`config.mk`:
```
export PLATFORM = sky130hd
export DESIGN_NAME = sram_ctrl
export DESIGN_NICKNAME = d
export VERILOG_FILES = /design/src/rtl/sram_ctrl_pkg.sv /design/src/rtl/sram_ctrl_seq.sv /design/src/rtl/sram_ctrl_dp.sv /design/src/rtl/sram_ctrl.sv
export SDC_FILE = /design/constraint.sdc
export NUM_CORES = 1
export LEC_CHECK = 0
export ABC_AREA = 1
export CORE_MARGIN = 5
export CORE_UTILIZATION = 42
export CTS_CLUSTER_DIAMETER = 60
export DETAILED_ROUTE_END_ITERATION = 10
export PLACE_DENSITY = 0.8
export SETUP_SLACK_MARGIN = 0.2
export SLEW_MARGIN = 10
export SYNTH_ARGS = -nofsm -noshare
export SYNTH_HDL_FRONTEND = slang
export SYNTH_SLANG_ARGS = --single-unit
```
`constraint.sdc`:
```
create_clock -name clk_i -period 1.6 [get_ports clk_i]
set_input_delay 0.48 -clock clk_i [delete_from_list [all_inputs] [get_ports clk_i]]
set_output_delay 0.48 -clock clk_i [all_outputs]
set_load 0.02 [all_outputs]
```
`src/rtl/sram_ctrl_pkg.sv`:
```
package sram_ctrl_pkg;

  typedef enum logic [2:0] {
    PH_IDLE,
    PH_READ,
    PH_TURN,
    PH_WSETUP,
    PH_WPULSE,
    PH_WHOLD
  } phase_e;

  function automatic int unsigned cdiv(input int unsigned num, input int unsigned den);
    return (num + den - 1) / den;
  endfunction

  function automatic int unsigned imax(input int unsigned a, input int unsigned b);
    return (a > b) ? a : b;
  endfunction

  // grade-dependent limits in ns (fast != 0 selects the quicker grade)
  function automatic int unsigned t_cyc(input int unsigned fast);
    return (fast != 0) ? 55 : 70;
  endfunction
  function automatic int unsigned t_oe(input int unsigned fast);
    return (fast != 0) ? 25 : 35;
  endfunction
  function automatic int unsigned t_hz(input int unsigned fast);
    return (fast != 0) ? 20 : 25;
  endfunction
  function automatic int unsigned t_wp(input int unsigned fast);
    return (fast != 0) ? 40 : 50;
  endfunction
  function automatic int unsigned t_aw(input int unsigned fast);
    return (fast != 0) ? 45 : 60;
  endfunction
  function automatic int unsigned t_dw(input int unsigned fast);
    return (fast != 0) ? 25 : 30;
  endfunction

  function automatic int unsigned rd_cycles(input int unsigned per, input int unsigned fast);
    return imax(cdiv(imax(t_cyc(fast), t_oe(fast)), per), 1);
  endfunction

  function automatic int unsigned hz_cycles(input int unsigned per, input int unsigned fast);
    return imax(cdiv(t_hz(fast), per), 1);
  endfunction

  // one setup and one hold cycle frame the pulse; the pulse covers the rest of the cycle time
  function automatic int unsigned wr_cycles(input int unsigned per, input int unsigned fast);
    int unsigned lim;
    int unsigned cyc;
    lim = cdiv(imax(imax(t_wp(fast), t_aw(fast)), t_dw(fast)), per);
    cyc = cdiv(t_cyc(fast), per);
    cyc = (cyc > 2) ? cyc - 2 : 1;
    return imax(imax(lim, cyc), 1);
  endfunction

endpackage

```
`src/rtl/sram_ctrl_seq.sv`:
```
module sram_ctrl_seq
  import sram_ctrl_pkg::*;
#(
  parameter int unsigned RD_CYC = 7,
  parameter int unsigned HZ_CYC = 3,
  parameter int unsigned WR_CYC = 6
) (
  input  logic   clk_i,
  input  logic   rst_ni,
  input  logic   req_i,
  input  logic   we_i,
  input  logic   mask_any_i,
  output logic   accept_o,
  output logic   busy_o,
  output logic   sample_o,
  output logic   done_o,
  output logic   lanes_on_o,
  output logic   drive_o,
  output logic   ce_n_o,
  output logic   cs_o,
  output logic   we_n_o,
  output logic   oe_n_o
);

  localparam int unsigned MAX_CYC = imax(imax(RD_CYC, HZ_CYC), WR_CYC);
  localparam int unsigned CNT_W   = (MAX_CYC > 1) ? $clog2(MAX_CYC) : 1;

  phase_e           phase_q;
  logic [CNT_W-1:0] cnt_q;
  logic             cnt_zero;

  assign cnt_zero = (cnt_q == '0);
  assign accept_o = req_i && (phase_q == PH_IDLE);
  assign busy_o   = (phase_q != PH_IDLE);
  assign sample_o = (phase_q == PH_READ) && cnt_zero;

  always_ff @(posedge clk_i or negedge rst_ni) begin
    if (!rst_ni) begin
      phase_q <= PH_IDLE;
      cnt_q   <= '0;
      done_o  <= 1'b0;
    end else begin
      done_o <= 1'b0;
      unique case (phase_q)
        PH_IDLE: begin
          if (accept_o) begin
            if (!mask_any_i) begin
              done_o <= 1'b1;
            end else if (we_i) begin
              phase_q <= PH_WSETUP;
            end else begin
              phase_q <= PH_READ;
              cnt_q   <= CNT_W'(RD_CYC - 1);
            end
          end
        end
        PH_READ: begin
          if (cnt_zero) begin
            phase_q <= PH_TURN;
            cnt_q   <= CNT_W'(HZ_CYC - 1);
            done_o  <= 1'b1;
          end else begin
            cnt_q <= cnt_q - 1'b1;
          end
        end
        PH_TURN: begin
          if (cnt_zero) phase_q <= PH_IDLE;
          else          cnt_q   <= cnt_q - 1'b1;
        end
        PH_WSETUP: begin
          phase_q <= PH_WPULSE;
          cnt_q   <= CNT_W'(WR_CYC - 1);
        end
        PH_WPULSE: begin
          if (cnt_zero) phase_q <= PH_WHOLD;
          else          cnt_q   <= cnt_q - 1'b1;
        end
        PH_WHOLD: begin
          phase_q <= PH_IDLE;
          done_o  <= 1'b1;
        end
        default: phase_q <= PH_IDLE;
      endcase
    end
  end

  // strobes decode straight from the phase register
  always_comb begin
    ce_n_o     = 1'b1;
    cs_o       = 1'b0;
    we_n_o     = 1'b1;
    oe_n_o     = 1'b1;
    lanes_on_o = 1'b0;
    drive_o    = 1'b0;
    unique case (phase_q)
      PH_READ: begin
        ce_n_o     = 1'b0;
        cs_o       = 1'b1;
        oe_n_o     = 1'b0;
        lanes_on_o = 1'b1;
      end
      PH_WSETUP: begin
        ce_n_o     = 1'b0;
        cs_o       = 1'b1;
        lanes_on_o = 1'b1;
      end
      PH_WPULSE: begin
        ce_n_o     = 1'b0;
        cs_o       = 1'b1;
        we_n_o     = 1'b0;
        lanes_on_o = 1'b1;
        drive_o    = 1'b1;
      end
      PH_WHOLD: begin
        ce_n_o     = 1'b0;
        cs_o       = 1'b1;
        lanes_on_o = 1'b1;
        drive_o    = 1'b1;
      end
      default: ;
    endcase
  end

endmodule

```
`src/rtl/sram_ctrl_dp.sv`:
```
module sram_ctrl_dp #(
  parameter int unsigned ADDR_W = 19,
  parameter int unsigned DATA_W = 16,
  localparam int unsigned LANES = DATA_W / 8
) (
  input  logic              clk_i,
  input  logic              rst_ni,
  input  logic              accept_i,
  input  logic [ADDR_W-1:0] addr_i,
  input  logic [DATA_W-1:0] wdata_i,
  input  logic [LANES-1:0]  be_i,
  input  logic              sample_i,
  input  logic              lanes_on_i,
  input  logic              drive_i,
  input  logic [DATA_W-1:0] mem_dq_i,
  output logic              mask_any_o,
  output logic [DATA_W-1:0] rdata_o,
  output logic [ADDR_W-1:0] mem_addr_o,
  output logic [LANES-1:0]  mem_be_n_o,
  output logic [DATA_W-1:0] mem_dq_o,
  output logic              mem_dq_oe_o
);

  logic [ADDR_W-1:0] addr_q;
  logic [DATA_W-1:0] wdata_q;
  logic [LANES-1:0]  be_q;

  assign mask_any_o  = |be_i;
  assign mem_addr_o  = addr_q;
  assign mem_dq_o    = wdata_q;
  assign mem_dq_oe_o = drive_i;

  always_ff @(posedge clk_i or negedge rst_ni) begin
    if (!rst_ni) begin
      addr_q  <= '0;
      wdata_q <= '0;
      be_q    <= '0;
    end else if (accept_i) begin
      addr_q  <= addr_i;
      wdata_q <= wdata_i;
      be_q    <= be_i;
    end
  end

  for (genvar l = 0; l < LANES; l++) begin : g_lane
    logic [7:0] rd_q;

    assign mem_be_n_o[l]     = ~(lanes_on_i & be_q[l]);
    assign rdata_o[l*8 +: 8] = rd_q;

    always_ff @(posedge clk_i or negedge rst_ni) begin
      if (!rst_ni)       rd_q <= '0;
      else if (sample_i) rd_q <= be_q[l] ? mem_dq_i[l*8 +: 8] : 8'h00;
    end
  end

endmodule

```
`src/rtl/sram_ctrl.sv`:
```
module sram_ctrl
  import sram_ctrl_pkg::*;
#(
  parameter int unsigned ADDR_W        = 19,
  parameter int unsigned DATA_W        = 16,
  parameter int unsigned CLK_PERIOD_NS = 8,
  parameter int unsigned FAST_GRADE    = 1,
  localparam int unsigned LANES        = DATA_W / 8
) (
  input  logic              clk_i,
  input  logic              rst_ni,
  input  logic              req_i,
  input  logic              we_i,
  input  logic [ADDR_W-1:0] addr_i,
  input  logic [DATA_W-1:0] wdata_i,
  input  logic [LANES-1:0]  be_i,
  output logic              busy_o,
  output logic              done_o,
  output logic [DATA_W-1:0] rdata_o,
  output logic [ADDR_W-1:0] mem_addr_o,
  output logic              mem_ce_n_o,
  output logic              mem_cs_o,
  output logic              mem_we_n_o,
  output logic              mem_oe_n_o,
  output logic [LANES-1:0]  mem_be_n_o,
  output logic [DATA_W-1:0] mem_dq_o,
  input  logic [DATA_W-1:0] mem_dq_i,
  output logic              mem_dq_oe_o
);

  localparam int unsigned RD_CYC = rd_cycles(CLK_PERIOD_NS, FAST_GRADE);
  localparam int unsigned HZ_CYC = hz_cycles(CLK_PERIOD_NS, FAST_GRADE);
  localparam int unsigned WR_CYC = wr_cycles(CLK_PERIOD_NS, FAST_GRADE);

  logic accept;
  logic sample;
  logic lanes_on;
  logic drive;
  logic mask_any;

  sram_ctrl_seq #(
    .RD_CYC(RD_CYC),
    .HZ_CYC(HZ_CYC),
    .WR_CYC(WR_CYC)
  ) i_seq (
    .clk_i      (clk_i),
    .rst_ni     (rst_ni),
    .req_i      (req_i),
    .we_i       (we_i),
    .mask_any_i (mask_any),
    .accept_o   (accept),
    .busy_o     (busy_o),
    .sample_o   (sample),
    .done_o     (done_o),
    .lanes_on_o (lanes_on),
    .drive_o    (drive),
    .ce_n_o     (mem_ce_n_o),
    .cs_o       (mem_cs_o),
    .we_n_o     (mem_we_n_o),
    .oe_n_o     (mem_oe_n_o)
  );

  sram_ctrl_dp #(
    .ADDR_W(ADDR_W),
    .DATA_W(DATA_W)
  ) i_dp (
    .clk_i       (clk_i),
    .rst_ni      (rst_ni),
    .accept_i    (accept),
    .addr_i      (addr_i),
    .wdata_i     (wdata_i),
    .be_i        (be_i),
    .sample_i    (sample),
    .lanes_on_i  (lanes_on),
    .drive_i     (drive),
    .mem_dq_i    (mem_dq_i),
    .mask_any_o  (mask_any),
    .rdata_o     (rdata_o),
    .mem_addr_o  (mem_addr_o),
    .mem_be_n_o  (mem_be_n_o),
    .mem_dq_o    (mem_dq_o),
    .mem_dq_oe_o (mem_dq_oe_o)
  );

endmodule

```
==> results of run 1 <==
-- cell usage in the layout (no fill, tap or decap) --
cell type,n
o21ai_1,4
inv_8,1
clkbuf_1,2
dfrtp_1,58
a21oi_1,2
buf_4,25
nand3_1,60
inv_4,1
clkbuf_8,11
nand3_2,3
nor2_2,1
buf_2,53
o21ai_0,16
inv_2,5
o21ai_2,1
bufbuf_16,1
buf_12,8
ha_1,2
dfrtp_2,2
nand2_4,4
nand2_2,6
buf_6,11
nand2_1,114
dlymetal6s2s_1,1
inv_1,9
nand2_8,1
nor2_1,1
clkdlybuf4s50_1,54
clkinv_2,2
nor2_4,3
buf_16,4
xor2_1,1
-- synth_stat cells --
master    instances
nor2_2            3
buf_4             4
nor2_1            1
ha_1              2
inv_1            13
nand2_2           2
clkbuf_1          5
dfrtp_1          60
nor2_4            1
buf_2             5
nand3_1          62
nand2_1         123
o21ai_0          17
buf_6             2
buf_1             2
nand3_2           1
a21oi_1           2
xor2_1            1
inv_2             3
o21ai_1           4
-- final cells by class --
| class | count | area (um^2) |
|---|---|---|
| multi-input cells | 219 | 1060 |
| flip-flops and latches | 60 | 1500 |
| inverters | 16 | 70.1 |
| clock inverters | 2 | 10.0 |
| clock buffers | 13 | 159 |
| repair buffers | 157 | 1430 |
| fillers | 505 | 1910 |
| well taps | 77 | 96.3 |
-- registers in the layout (all words and copies together) (netlist names) --
register,flops
i_dp.mem_addr_o,19
i_dp.g_lane.rd_q,16
i_dp.mem_dq_o,16
i_seq.cnt_q,3
i_seq.phase_q,3
i_dp.be_q,2
i_seq.done_o,1
-- through the flow --
stage | TNS (ns) | setup WS (ns) | hold WS, ns | util [%] | instances
6_report | -0.501 | -0.0904 | 0.145 | 69.4 | 544
5_1_grt | -0.998 | -0.160 | 0.176 | 69.4 | 544
4_1_cts | -0.586 | -0.104 | 0.154 | 67.4 | 541
3_5_place_dp | -2.25 | -0.207 | 0.460 | 63.6 | 508
3_3_place_gp | -1.44 | -0.167 | 0.453 | 63.6 | 508
2_1_floorplan | 0 | 0.179 | 0.184 | - | 313
-- layer usage --
layer / part of all wire, % / up-vias
li1: - / 1306
met1: 39 / 1261
met2: 51 / 108
met3: 8.2 / 10
met4: 1.4 / 0
met5: 0 / -
-- power by group through the flow --
| stage | clock network, mW | logic, mW | registers (mW) |
|---|---|---|---|
| 6_report | 1.17 | 5.66 | 2.69 |
| 5_1_grt | 1.27 | 6.15 | 2.77 |
| 4_1_cts | 1.20 | 5.31 | 2.66 |
| 3_5_place_dp | 0 | 5.01 | 2.69 |
| 3_3_place_gp | 0 | 4.92 | 2.66 |
| 2_1_floorplan | 0 | 2.00 | 3.43 |
-- logic make-up (layout without fill, tap and decap cells) --
kind of cell	Yosys count	count (layout)	share of synthesized area [%]
xor gates and xnor gates	1	1	0.331
DFF	60	60	56.8
and+or+nand+nor	193	193	31.3
buffers and inverters	34	188	6.20
adders and majority gates	2	2	0.947
AOI/OAI and AO/OA	23	23	4.36
-- repair_timing --
action                     CTS  global route
pin swaps                    2             5
setup buffers               13             3
gates cloned                 5             0
hold endpoints to repair     0             0
setup endpoints to repair  117            68
gates resized for setup    275            28
-- final timing paths --
kind                                                    from                            endpoint  slack, ns  cells after the start
worst max-delay path            i_seq.phase_q[1]$_DFFE_PN0P_                          mem_ce_n_o      -0.09                      5
worst min-delay path                                  rst_ni  i_dp.g_lane[1].rd_q[7]$_DFFE_PN0P_       0.14                      2
worst max register to register  i_seq.phase_q[2]$_DFFE_PN0P_        i_dp.mem_dq_o[9]$_DFFE_PN0P_       0.07                     10
worst min register to register  i_dp.mem_dq_o[3]$_DFFE_PN0P_        i_dp.mem_dq_o[3]$_DFFE_PN0P_       0.47                      2
max in group asynchronous                             rst_ni        i_seq.phase_q[2]$_DFFE_PN0P_       1.16                      2
min in group clk_i              i_dp.mem_dq_o[3]$_DFFE_PN0P_        i_dp.mem_dq_o[3]$_DFFE_PN0P_       0.47                      2
==> flow_metrics.tcl, run 1 <==
set metrics [dict create \
    status "finished, violations left" \
    violations "setup timing" \
    first_iter_violations 128 \
    via_per_inst 4.94 \
    synth_seq_cells 60 \
    synth_area_leaders "dfrtp_1 (57%), nand2_1 (17%), nand3_1 (12%)" \
    cts_max_path_buffers 2 \
    switching_share_pct 43.5 \
    netlist_instances 313 \
    drive_above_1_share_pct 30.6 \
    p_total_mw 9.52 \
    path_max_fanout 4 \
    arrival_ns 1.21 \
    start_util_pct 42.3 \
    start_kind "flop" \
    num_rows 29 \
    p_per_area_nw_per_um2 2200 \
    crit_type "reg -> out" \
    syn-cell-area_um2 2640 \
    synth.yosys.seq_area_share_pct 56.8 \
    nets 522 \
    met3_usage_pct 5.16 \
    p_seq_share_pct 28.2 \
    antenna_found_initial 0 \
    fmax_ghz 0.592 \
    finalHoldViolations 0 \
    cp-end-kind "primary output" \
    clk_latency_ns 0.32 \
    cts.clk_slew.worst_paths_ns 0.06 \
    avgSynthCellArea_um2 8.44 \
    tritoncts.num_buffers 9 \
    worst_slack_ns -0.0904 \
    cp_data_required_time_ns 1.12 \
    busiest_layer "met2" \
    firstDrtPassIters 4 \
    detail-route-antenna-nets 0 \
    clock-sinks 60 \
    maxSlewViolCount 0 \
    cts_tree "done" \
    grt_overflow_total 0 \
    stdcell_area_um2 4330 \
    post-dp-hpwl_mm 5.23 \
    finalCriticalPeriod_ns 1.69 \
    core_region_area_um2 6240 \
    grtUsageMet1_pct 25.1 \
    post_dp_cell_area_um2 3970 \
    max_slew_margin_pct 75.5 \
    pwr-share-comb_pct 59.5 \
    syn_to_final_growth_pct 63.8 \
    root_buffer "clkbuf_8" \
    p_leak_nw 2.31 \
    io_buffers 116 \
    hold_buffers 0 \
    slowest_stage "dfrtp_1" \
    p_sw_mw 4.14 \
    rsz0062_at_grt "true" \
    power_frac_clock_pct 12.3 \
    num_io_pins 117 \
    grt_pass1_wl_mm 12.4 \
    wl_per_cell_um 14.6 \
    grt_use_total_pct 20.4 \
    synth_cell_types 20 \
    syn_nets 372 \
    p_int_mw 5.38 \
    drt_wl_total_mm 7.92 \
    use_met2_pct 33.8 \
    synth_warnings 0 \
    slowest_delay_ns 0.43 \
    max-vdd-ir-drop_uv 975 \
    synth_top_area_share_pct 56.8 \
    hold_class "in -> async" \
    path_delay_family "flip-flops" \
    drc 0 \
    first_global_vias 2634 \
    cp_num_buf_inv 3 \
    worst_pin_slew_ns 0.367 \
    cap_violations 0 \
    post-route-period-util_pct 106 \
    grt_start_max_net_pins 61 \
    die-height_um 89.3 \
    cp_common_cell "nand2_4" \
    synth_area_leader_cell "dfrtp_1" \
    floorplan.die_area_um2 7980 \
    gp_congestion 0.965 \
    vias 2685 \
    crit_chain "inv_2 > nand2_4 > nand2_4 > inv_1 > buf_6" \
    cts.htree.levels 3 \
    die_w_um 89.3 \
    skew_ns 0.00630 \
    num_antenna_cells 0 \
    setup_viol 8 \
]
Note: power is estimated with default switching activity, not from simulation.
==> inputs of run 2 (changes only) <==
--- a/config.mk
+++ b/config.mk
@@ -11,4 +11,5 @@
 export CTS_CLUSTER_DIAMETER = 60
 export DETAILED_ROUTE_END_ITERATION = 10
+export GPL_ROUTABILITY_DRIVEN = 0
 export PLACE_DENSITY = 0.8
 export SETUP_SLACK_MARGIN = 0.2
==> constraint.sdc (replaced) <==
create_clock -name clk_i -period 1.6 [get_ports clk_i]
set_input_delay 0.48 -clock clk_i [delete_from_list [all_inputs] [get_ports clk_i]]
set_output_delay 0.48 -clock clk_i [all_outputs]
set_load 0.1 [all_outputs]
==> run 2 against run 1 <==
- the flow now stops in global routing
- synthesized cell count did not move
- area after synthesis unchanged
==> flow_metrics.tcl, run 2 <==
set metrics [dict create \
    grt_use_total_pct 77.6 \
    grt_overflow_total 207 \
    die-height_um 89.3 \
    synth.yosys.seq_area_share_pct 56.8 \
    cts.htree.levels 3 \
    synth_top_area_share_pct 56.8 \
    root_buffer "clkbuf_8" \
    lastStage "global routing" \
    status "stopped before the end" \
    die_w_um 89.3 \
    synth_area_leaders "dfrtp_1 (57%), nand2_1 (17%), nand3_1 (12%)" \
    worstEpCategory "output port" \
    synthArstFlopShare_pct 100 \
    num_rows 29 \
    synth_seq_cells 60 \
    num_io_pins 117 \
    avgSynthCellArea_um2 8.44 \
    cts_max_path_buffers 2 \
    grt_start_max_net_pins 61 \
    start_util_pct 42.3 \
    syn-cell-area_um2 2640 \
    synth_ff_type "dfrtp_1" \
    synth_warnings 0 \
    synth-edff-count 0 \
    dp_slack_ns -0.0644 \
    clock-sinks 60 \
    netlist_instances 313 \
    synth_cell_types 20 \
    yosysMostFrequentCell "nand2_1" \
    syn_nets 372 \
    post-dp-hpwl_mm 5.69 \
    io_buffers 116 \
    worst_endpoint "mem_ce_n_o" \
    antenna_found_initial 3 \
    tritoncts.num_buffers 9 \
    synth_top_cells_by_count "nand2_1 (123), nand3_1 (62), dfrtp_1 (60)" \
    tool.error "[ERROR GRT-0232] Routing congestion too high. Check the congestion heatmap in the GUI." \
    synth_area_leader_cell "dfrtp_1" \
]
-- run 2: cell counts after synthesis --
No cell type changed its count.
-- run 2: kinds of logic after synthesis --
group	after synthesis	synth area share, %
adder cells (fa/ha/maj)	2	0.947
flip-flops	60	56.8
AND/OR/NAND/NOR	193	31.3
XOR/XNOR	1	0.331
AO/OA/AOI/OAI	23	4.36
buffers and inverters	34	6.20
-- run 2: per-layer routing --
layer / track usage (%) / GRT overflow
met1: 75.4 / 0
met4: 90.8 / 99
met5: 2.60 / 0
met3: 56.4 / 0
met2: 96.7 / 108
-- run 2: what timing repair did --
| item | CTS |
|---|---|
| setup endpoints to repair | 119 |
| resized for setup | 70 |
| cloned | 3 |
| buffers inserted | 33 |
| hold buffers | 0 |
| pin swaps | 23 |
-- run 2: stage by stage --
step | instances | cell area [um^2]
floorplan | 313 | 2680
global placement | 504 | 4580
detailed placement | 504 | 4580
CTS | 556 | 5340
==> inputs of run 3 (changes only) <==
CORE_UTILIZATION = 39   (was 42)
CTS_CLUSTER_DIAMETER = default   (was 60)
PLACE_DENSITY = default   (was 0.8)
PLACE_DENSITY_LB_ADDON = 0.15   (was default)
SETUP_SLACK_MARGIN = default   (was 0.2)
==> run 3 against run 2 <==
- the flow now finishes, with violations (setup timing)
==> flow_metrics.tcl, run 3 (synthesis results as in run 1) <==
set metrics [dict create \
    cp_data_required_time_ns 1.12 \
    num_antenna_cells 0 \
    core_region_area_um2 6680 \
    io_buffers 116 \
    drt_wl_total_mm 7.65 \
    timing.rr.end "i_dp.g_lane[1].rd_q[3]$_DFFE_PN0P_" \
    crit_type "reg -> out" \
    tritoncts.num_buffers 9 \
    start_kind "flop" \
    slowest_stage "dfrtp_2" \
    violations "setup timing" \
    first_iter_violations 126 \
    use_met2_pct 28.7 \
    max_slew_margin_pct 75.2 \
    fin_setup_tns_ns -1.21 \
    cts_max_path_buffers 2 \
    die_w_um 92.3 \
    cts.htree.levels 3 \
    dp_slack_ns -0.0733 \
    die-height_um 92.3 \
    grt_pass1_wl_mm 12.2 \
    vias 2566 \
    syn_to_final_growth_pct 85.4 \
    root_buffer "clkbuf_8" \
    post-dp-hpwl_mm 5.58 \
    met3_usage_pct 7.47 \
    drc 0 \
    first_global_vias 2456 \
    num_rows 30 \
    finalCriticalPeriod_ns 1.80 \
    setup_viol 8 \
    grt_overflow_total 0 \
    hold_buffers 0 \
    busiest_layer "met2" \
    floorplan.die_area_um2 8520 \
    r2r_setup_slack_ns 0.07 \
    path_max_fanout 4 \
    drive_above_1_share_pct 26.6 \
    num_io_pins 117 \
    cts.clk_slew.worst_paths_ns 0.07 \
    cp-end-kind "primary output" \
    clk_latency_ns 0.33 \
    cts_tree "done" \
    grt_start_max_net_pins 61 \
    cp_num_buf_inv 3 \
    rsz0062_at_grt "true" \
    firstDrtPassIters 4 \
    start_util_pct 39.6 \
    grt_use_total_pct 18.3 \
    status "finished, violations left" \
    post-route-period-util_pct 113 \
    grtUsageMet1_pct 22.9 \
    nets 501 \
    wl_per_cell_um 14.5 \
    reg2reg_depth 8 \
    detail-route-antenna-nets 0 \
    maxSlewViolCount 0 \
    finalHoldViolations 0 \
    hold_slack_ns 0.143 \
    slowest_delay_ns 0.45 \
    worst_pin_slew_ns 0.372 \
    clock-sinks 60 \
    crit_chain "inv_4 > nand2_4 > nand2_8 > clkinvlp_4 > buf_12" \
    path_delay_family "flip-flops" \
    fmax_ghz 0.555 \
    antenna_found_initial 0 \
    post_dp_cell_area_um2 4560 \
    rr_startpoint "i_seq.phase_q[1]$_DFFE_PN0P_" \
    stdcell_area_um2 4900 \
    layout_common_cells "nand2_1 (118), buf_12 (64), nand3_1 (62), dfrtp_1 (57), clkdlybuf4s50_1 (55)" \
    cap_violations 0 \
    worst_slack_ns -0.201 \
    final_common_cell "nand2_1" \
    via_per_inst 4.87 \
    arrival_ns 1.32 \
    skew_ns 0.00826 \
    hold_class "in -> async" \
    largest_reg_flops 19 \
]
[run 3: cell type report]
cell class                 count  area, um^2
clock buffer                  12         165
tap                           80         100
timing repair buffer         136        1960
inverter                      16        71.3
sequential                    60        1510
clock inverter                 4        70.1
multi-input combinational    219        1030
fill                         495        1780
[run 3: metrics by stage]
stage                     std cells  util, %
after floorplan                 313        -
after global placement          503     68.2
after detailed placement        503     68.2
after CTS                       521     72.4
after global routing            527     73.3
final                           527     73.3
[run 3: worst max-delay path by stage]
stage	from	to	slack [ns]	cells after the start
after floorplan	i_seq.phase_q[2]$_DFFE_PN0P_	mem_ce_n_o	-0.15	4
after global placement	req_i	i_dp.mem_addr_o[2]$_DFFE_PN0P_	-0.03	4
after detailed placement	be_i[0]	i_seq.cnt_q[1]$_DFFE_PN0P_	-0.07	9
after CTS	i_seq.phase_q[2]$_DFFE_PN0P_	mem_ce_n_o	-0.23	5
after global routing	i_seq.phase_q[2]$_DFFE_PN0P_	mem_ce_n_o	-0.26	5
final	i_seq.phase_q[2]$_DFFE_PN0P_	mem_ce_n_o	-0.20	5
[run 3: per-layer routing]
metal / vias to the layer above / wire [um]
li1: 1264 / -
met1: 1201 / 3300
met2: 94 / 3630
met3: 7 / 643
met4: 0 / 78
met5: - / 0
[run 3: what timing repair did]
action,in CTS,in global routing
setup buffers,2,6
setup endpoints to repair,8,22
hold endpoints to repair,0,0
pin swaps,1,3
gates resized for setup,8,4
Power of run 3 is not shown: default switching activity piles up to over one toggle a cycle in this logic, so the estimate is an artifact.
